$ cat config.mk
export PLATFORM = sky130hd
export DESIGN_NAME = flash_rdp_guard
export DESIGN_NICKNAME = d
export VERILOG_FILES = /design/src/rtl/rdp_pkg.sv /design/src/rtl/rdp_level_reg.sv /design/src/rtl/rdp_access_check.sv /design/src/rtl/rdp_key_seq.sv /design/src/rtl/flash_rdp_guard.sv
export SDC_FILE = /design/constraint.sdc
export NUM_CORES = 1
export LEC_CHECK = 0
export ABC_AREA = 1
export BUFFER_PORTS_ARGS = -buffer_cell sky130_fd_sc_hd__clkbuf_2
export CORE_MARGIN = 2
export CORE_UTILIZATION = 39
export CTS_CLUSTER_SIZE = 10
export DETAILED_ROUTE_END_ITERATION = 10
export PLACE_DENSITY = 0.79
export SYNTH_ARGS = -nofsm -noshare
export SYNTH_HDL_FRONTEND = slang
export SYNTH_SLANG_ARGS = --single-unit
export TNS_END_PERCENT = 100
$ cat constraint.sdc
create_clock -name clk -period 1.3 [get_ports clk]
set_input_delay 0 -clock clk [delete_from_list [all_inputs] [get_ports clk]]
set_output_delay 0 -clock clk [all_outputs]
set_load 0.05 [all_outputs]
$ cat src/rtl/rdp_pkg.sv
package rdp_pkg;
    localparam int KEY_W = 8;
    localparam logic [KEY_W-1:0] KEY_OPEN = 8'hAA;
    localparam logic [KEY_W-1:0] KEY_LOCK = 8'hCC;

    typedef enum logic [1:0] {LVL_OPEN = 2'd0, LVL_GUARD = 2'd1, LVL_LOCK = 2'd2} rdp_lvl_e;
    typedef enum logic [1:0] {BOOT_FLASH = 2'd0, BOOT_SRAM = 2'd1, BOOT_SYSMEM = 2'd2, BOOT_RSVD = 2'd3} boot_e;
    typedef enum logic [1:0] {RG_MAIN = 2'd0, RG_OPT = 2'd1, RG_BKP = 2'd2, RG_SYS = 2'd3} region_e;
    typedef enum logic [1:0] {OP_READ = 2'd0, OP_PROG = 2'd1, OP_ERASE = 2'd2, OP_ERASE2 = 2'd3} op_e;
    typedef enum logic {SEQ_IDLE = 1'b0, SEQ_ERASE = 1'b1} seq_e;

    typedef struct packed {
        region_e region;
        op_e     op;
    } acc_req_t;

    typedef struct packed {
        boot_e boot;
        logic  dbg;
    } ctx_t;

    function automatic rdp_lvl_e decode_level(input logic [KEY_W-1:0] key, input logic [KEY_W-1:0] key_n);
        if (key == KEY_OPEN && key_n == ~KEY_OPEN) return LVL_OPEN;
        if (key == KEY_LOCK && key_n == ~KEY_LOCK) return LVL_LOCK;
        return LVL_GUARD;
    endfunction

    function automatic logic ctx_restricted(input ctx_t c);
        return c.dbg || (c.boot != BOOT_FLASH);
    endfunction
endpackage

$ cat src/rtl/rdp_level_reg.sv
module rdp_level_reg
    import rdp_pkg::*;
#(
    parameter int KW = KEY_W
) (
    input  logic          clk,
    input  logic          rst,
    input  logic [KW-1:0] key,
    input  logic [KW-1:0] key_n,
    input  logic          load,
    output rdp_lvl_e      level_q
);
    always_ff @(posedge clk) begin
        if (rst || load) level_q <= decode_level(key, key_n);
    end


    level_hold_chk: assert property (@(posedge clk) disable iff (rst)
        !load |=> $stable(level_q));
endmodule

$ cat src/rtl/rdp_access_check.sv
module rdp_access_check
    import rdp_pkg::*;
(
    input  logic     clk,
    input  logic     rst,
    input  rdp_lvl_e level,
    input  ctx_t     ctx,
    input  logic     req_valid,
    input  acc_req_t req,
    output logic     grant_q,
    output logic     err_q
);
    logic allow;

    always_comb begin
        allow = 1'b1;
        if (req.region == RG_SYS) begin
            allow = (req.op == OP_READ);
        end else if (level != LVL_OPEN && ctx_restricted(ctx) &&
                     (req.region == RG_MAIN || req.region == RG_BKP)) begin
            allow = 1'b0;
        end
    end

    always_ff @(posedge clk) begin
        if (rst) begin
            grant_q <= 1'b0;
            err_q   <= 1'b0;
        end else begin
            grant_q <= req_valid && allow;
            err_q   <= req_valid && !allow;
        end
    end


    sys_write_refused_chk: assert property (@(posedge clk) disable iff (rst)
        req_valid && req.region == RG_SYS && req.op != OP_READ |=> err_q && !grant_q);

    open_level_grant_chk: assert property (@(posedge clk) disable iff (rst)
        req_valid && level == LVL_OPEN && req.region != RG_SYS |=> grant_q && !err_q);

    idle_quiet_chk: assert property (@(posedge clk) disable iff (rst)
        !req_valid |=> !grant_q && !err_q);
endmodule

$ cat src/rtl/rdp_key_seq.sv
module rdp_key_seq
    import rdp_pkg::*;
#(
    parameter int KW = KEY_W
) (
    input  logic          clk,
    input  logic          rst,
    input  rdp_lvl_e      level,
    input  logic          wr_valid,
    input  logic [KW-1:0] wr_byte,
    input  logic          erase_on_regress,
    input  logic          erase_done,
    output logic          erase_req,
    output logic          prog_q,
    output logic [KW-1:0] prog_byte_q,
    output logic          reject_q
);
    seq_e st;
    logic regress;

    assign regress   = (level == LVL_GUARD) && (wr_byte == KEY_OPEN) && erase_on_regress;
    assign erase_req = (st == SEQ_ERASE);

    always_ff @(posedge clk) begin
        if (rst) begin
            st          <= SEQ_IDLE;
            prog_q      <= 1'b0;
            reject_q    <= 1'b0;
            prog_byte_q <= '0;
        end else begin
            prog_q   <= 1'b0;
            reject_q <= 1'b0;
            case (st)
                SEQ_IDLE: begin
                    if (wr_valid) begin
                        if (level == LVL_LOCK) begin
                            reject_q <= 1'b1;
                        end else if (regress) begin
                            st          <= SEQ_ERASE;
                            prog_byte_q <= wr_byte;
                        end else begin
                            prog_q      <= 1'b1;
                            prog_byte_q <= wr_byte;
                        end
                    end
                end
                SEQ_ERASE: begin
                    if (wr_valid) reject_q <= 1'b1;
                    if (erase_done) begin
                        st     <= SEQ_IDLE;
                        prog_q <= 1'b1;
                    end
                end
                default: st <= SEQ_IDLE;
            endcase
        end
    end


    lock_write_reject_chk: assert property (@(posedge clk) disable iff (rst)
        st == SEQ_IDLE && wr_valid && level == LVL_LOCK |=> reject_q && !prog_q);

    erase_hold_chk: assert property (@(posedge clk) disable iff (rst)
        st == SEQ_ERASE && !erase_done |=> erase_req && !prog_q);

    busy_reject_chk: assert property (@(posedge clk) disable iff (rst)
        st == SEQ_ERASE && wr_valid |=> reject_q);
endmodule

$ cat src/rtl/flash_rdp_guard.sv
module flash_rdp_guard
    import rdp_pkg::*;
#(
    parameter int KW = KEY_W
) (
    input  logic          clk,
    input  logic          rst,
    input  logic [KW-1:0] ob_key,
    input  logic [KW-1:0] ob_key_n,
    input  logic          ob_load,
    input  logic [1:0]    boot_src,
    input  logic          dbg_active,
    input  logic          req_valid,
    input  logic [1:0]    req_region,
    input  logic [1:0]    req_op,
    output logic          grant,
    output logic          bus_err,
    output logic          fault_irq,
    output logic [1:0]    level,
    output logic          dbg_port_en,
    output logic          boot_permit,
    input  logic          key_wr_valid,
    input  logic [KW-1:0] key_wr_byte,
    input  logic          erase_on_regress,
    output logic          mass_erase_req,
    input  logic          mass_erase_done,
    output logic          key_prog,
    output logic [KW-1:0] key_prog_byte,
    output logic          key_reject
);
    rdp_lvl_e lvl_q;
    ctx_t     ctx;
    acc_req_t req;
    logic     dbg_en_q;

    assign ctx.boot   = boot_e'(boot_src);
    assign ctx.dbg    = dbg_active;
    assign req.region = region_e'(req_region);
    assign req.op     = op_e'(req_op);

    rdp_level_reg #(.KW(KW)) u_level (
        .clk(clk), .rst(rst), .key(ob_key), .key_n(ob_key_n),
        .load(ob_load), .level_q(lvl_q)
    );

    rdp_access_check u_access (
        .clk(clk), .rst(rst), .level(lvl_q), .ctx(ctx),
        .req_valid(req_valid), .req(req), .grant_q(grant), .err_q(bus_err)
    );

    rdp_key_seq #(.KW(KW)) u_seq (
        .clk(clk), .rst(rst), .level(lvl_q), .wr_valid(key_wr_valid),
        .wr_byte(key_wr_byte), .erase_on_regress(erase_on_regress),
        .erase_done(mass_erase_done), .erase_req(mass_erase_req),
        .prog_q(key_prog), .prog_byte_q(key_prog_byte), .reject_q(key_reject)
    );

    always_ff @(posedge clk) begin
        if (rst) dbg_en_q <= 1'b0;
        else     dbg_en_q <= (lvl_q != LVL_LOCK);
    end

    assign dbg_port_en = dbg_en_q;
    assign fault_irq   = bus_err;
    assign level       = lvl_q;
    assign boot_permit = !(lvl_q == LVL_LOCK && ctx.boot != BOOT_FLASH);


    reset_dbg_off_chk: assert property (@(posedge clk) rst |=> !dbg_port_en);

    lock_dbg_off_chk: assert property (@(posedge clk) disable iff (rst)
        lvl_q == LVL_LOCK && !ob_load |=> !dbg_port_en);

    restricted_refuse_chk: assert property (@(posedge clk) disable iff (rst)
        req_valid && lvl_q != LVL_OPEN && (dbg_active || boot_src != 2'd0) &&
        (req_region == 2'd0 || req_region == 2'd2) |=> bus_err && fault_irq && !grant);
endmodule

==> flow_metrics.py <==
metrics = {
    "synthesis": {
        "yosys-top-cells-area": "dfxtp_1 (37%), nand2_1 (18%), edfxtp_1 (7.9%)",
        "yosysTopAreaCellShare_pct": 36.8,
        "synth_top_cell_by_area": "dfxtp_1",
        "async_flop_share_pct": 0,
        "yosys_most_used_dff": "dfxtp_1",
        "syn_area_sq_um": 761,
        "synth_edf_count": 2,
        "synthCells": 111,
        "syn-mean-instance-area_sq_um": 6.85,
        "syn_nets": 149,
        "yosysMostFrequentCell": "nand2_1",
        "netlist-cell-type-count": 20,
        "ys_ff_latch": 16,
        "synth.top_cells.by_count": "nand2_1 (37), inv_1 (15), dfxtp_1 (14), nor2_1 (14), a21oi_1 (10)",
        "yosysSeqAreaShare_pct": 44.7,
        "yosys_warnings": 0,
    },
    "critical_path": {
        "worstPathArrival_ns": 1.22,
        "crit_top_cell": "inv_1",
        "crit_fanout": 4,
        "cp.required_ns": 1.30,
        "criticalPathCategory": "reg -> out",
        "critPathMaxStageDelay_ns": 0.43,
        "path_cells": "inv_1 > nand2_2 > inv_1 > o21ai_2 > buf_4",
        "end_kind": "output pin",
        "crit_slowest_cell": "edfxtp_1",
        "critPathLaunchType": "flip-flop",
    },
    "status": {
        "outcome": "finished, final reports clean",
    },
    "routing": {
        "drtPass1Iterations": 6,
        "vias": 932,
        "ant_nets": 0,
        "wl_per_cell_um": 10.2,
        "routed_via_density": 4.57,
        "drc": 0,
        "drt_wl_total_mm": 2.08,
        "drt_iter0_drc": 4,
    },
    "cts": {
        "cts.sinks": 16,
        "numCtsBuffers": 3,
        "clock_path_buffers": 2,
        "htreeDepth": 1,
        "postCtsSetupBuffers": 0,
        "cts_root_buffer": "clkbuf_4",
        "clk_pin_slew_ns": 0.09,
        "cts_tree": "yes",
        "clk_latency_ns": 0.29,
    },
    "sta": {
        "final-setup-viol-count": 0,
        "worst_pin_slew_ns": 0.285,
        "slew_headroom_pct": 81.1,
        "fmax_mhz": 819,
        "tns_ns": 0,
        "finClkSkew_ns": 0.00606,
        "report.final.slew_viol_count": 0,
        "period_share_pct": 93.9,
        "setup_ws_ns": 0.0791,
        "hold_viol": 0,
        "rsz0062_at_grt": "no",
        "fin_crit_ns": 1.22,
    },
    "die": {
        "num_rows": 15,
        "core_sq_um": 1780,
        "die_width_um": 48.2,
        "start_util_pct": 42.7,
        "die_area_sq_um": 2320,
        "io-pin-count": 56,
        "dieHeight_um": 48.2,
    },
    "global_route": {
        "grt_pass1_vias": 804,
        "grt.overflow.total": 0,
        "grt_antenna_before_repair": 0,
        "grt_usage_pct": 19.8,
        "grt_pass1_wl_mm": 3.19,
        "grt_max_degree": 14,
    },
    "place": {
        "hpwl_mm": 1.57,
        "gp_congestion": 0.773,
        "placed_cell_area_sq_um": 1060,
        "place_ws_ns": 0.208,
        "port-buffer-count": 55,
    },
    "pwr": {
        "p_leak_nw": 0.642,
        "worst_ir_drop_vdd_mv": 0.581,
        "p_per_area_nw_per_um2": 923,
        "total_power_mw": 1.11,
    },
    "layout": {
        "multiInputGateArea_sq_um": 353,
        "fin_area_sq_um": 1200,
        "final_nets": 218,
        "final_util_pct": 67.4,
        "register_area_sq_um": 340,
        "antennaDiodeCount": 0,
        "drive_above_1_share_pct": 35.8,
        "area_delta_synth_final_pct": 57.9,
        "fillers": 171,
    },
    "run": {
        "drv_cap": 0,
    },
    "worst_hold_path": {
        "hp-class": "in -> reg",
    },
}
## routing by layer
metal  part of all wire (%)  GRT usage (%)
met4                    1.8           10.8
met2                     54           35.8
met3                    5.1           2.22
met5                      0              0
met1                     39           22.4
## critical path, delay by kind of cell (launching register included)
family | cells | cell delay, ns
AO/OA/AOI/OAI | 1 | 0.06
buffers and inverters | 3 | 0.37
flip-flops | 1 | 0.43
AND/OR/NAND/NOR | 1 | 0.08
## area by class of cell
cell class	count	area share [%]
sequential	16	28.3
clock buffer	4	2.19
inverter	16	5.21
tap	25	2.60
multi-input combinational	77	29.4
timing repair buffer	66	32.3
## cell families after synthesis
family	after synthesis	synth area share [%]
AOI/OAI and AO/OA	13	9.38
buffers and inverters	18	9.37
DFF	16	44.7
and+or+nand+nor	64	36.5
## flip-flops by register name, indices dropped and copies added, names as in the netlist
| signal | count |
|---|---|
| dbg_port_en | 1 |
| u_access.err_q | 1 |
| u_access.grant_q | 1 |
| u_level.level_q | 2 |
| u_seq.erase_req | 1 |
| u_seq.prog_byte_q | 8 |
| u_seq.prog_q | 1 |
| u_seq.reject_q | 1 |
## cells in the final DEF, fill, tap and decap left out, types with 2 or more instances in the layout
cell type,Yosys,layout
a21oi_1,10,10
clkbuf_2,0,54
clkbuf_4,0,3
dfxtp_1,14,14
dlygate4sd3_1,0,11
edfxtp_1,2,2
inv_1,15,15
nand2_1,37,37
nand4_1,2,2
nor2_1,14,14
nor3_1,5,5
## per-stage QoR
stage	std cells	hold slack [ns]
after floorplan	111	0.0624
after global placement	189	0.234
after detailed placement	189	0.225
after CTS	204	0.00359
after global routing	204	0.0107
final	204	0.00984
## report_power, final
part,internal [mW],switching [mW]
registers,0.525,0.0125
clock network,0.119,0.155
logic,0.110,0.188
total,0.754,0.355
## path summary, 6_finish.rpt
path / from / end / slack [ns] / cells past startpoint
max: u_level.level_q[0] / boot_permit / 0.08 / 5
min: ob_load / u_level.level_q[1] / 0.01 / 2
max reg2reg: u_level.level_q[1] / u_seq.prog_byte_q[5] / 0.19 / 5
min reg2reg: u_seq.prog_byte_q[6] / u_seq.prog_byte_q[6] / 0.47 / 2
## what timing repair did
item	4_1_cts	5_1_grt
endpoints found under the setup margin	1	1
pin swaps	0	0
gates resized for setup	1	1
endpoints found under the hold margin	13	0
hold buffers	11	0
Note: power is estimated with default switching activity, not from simulation.
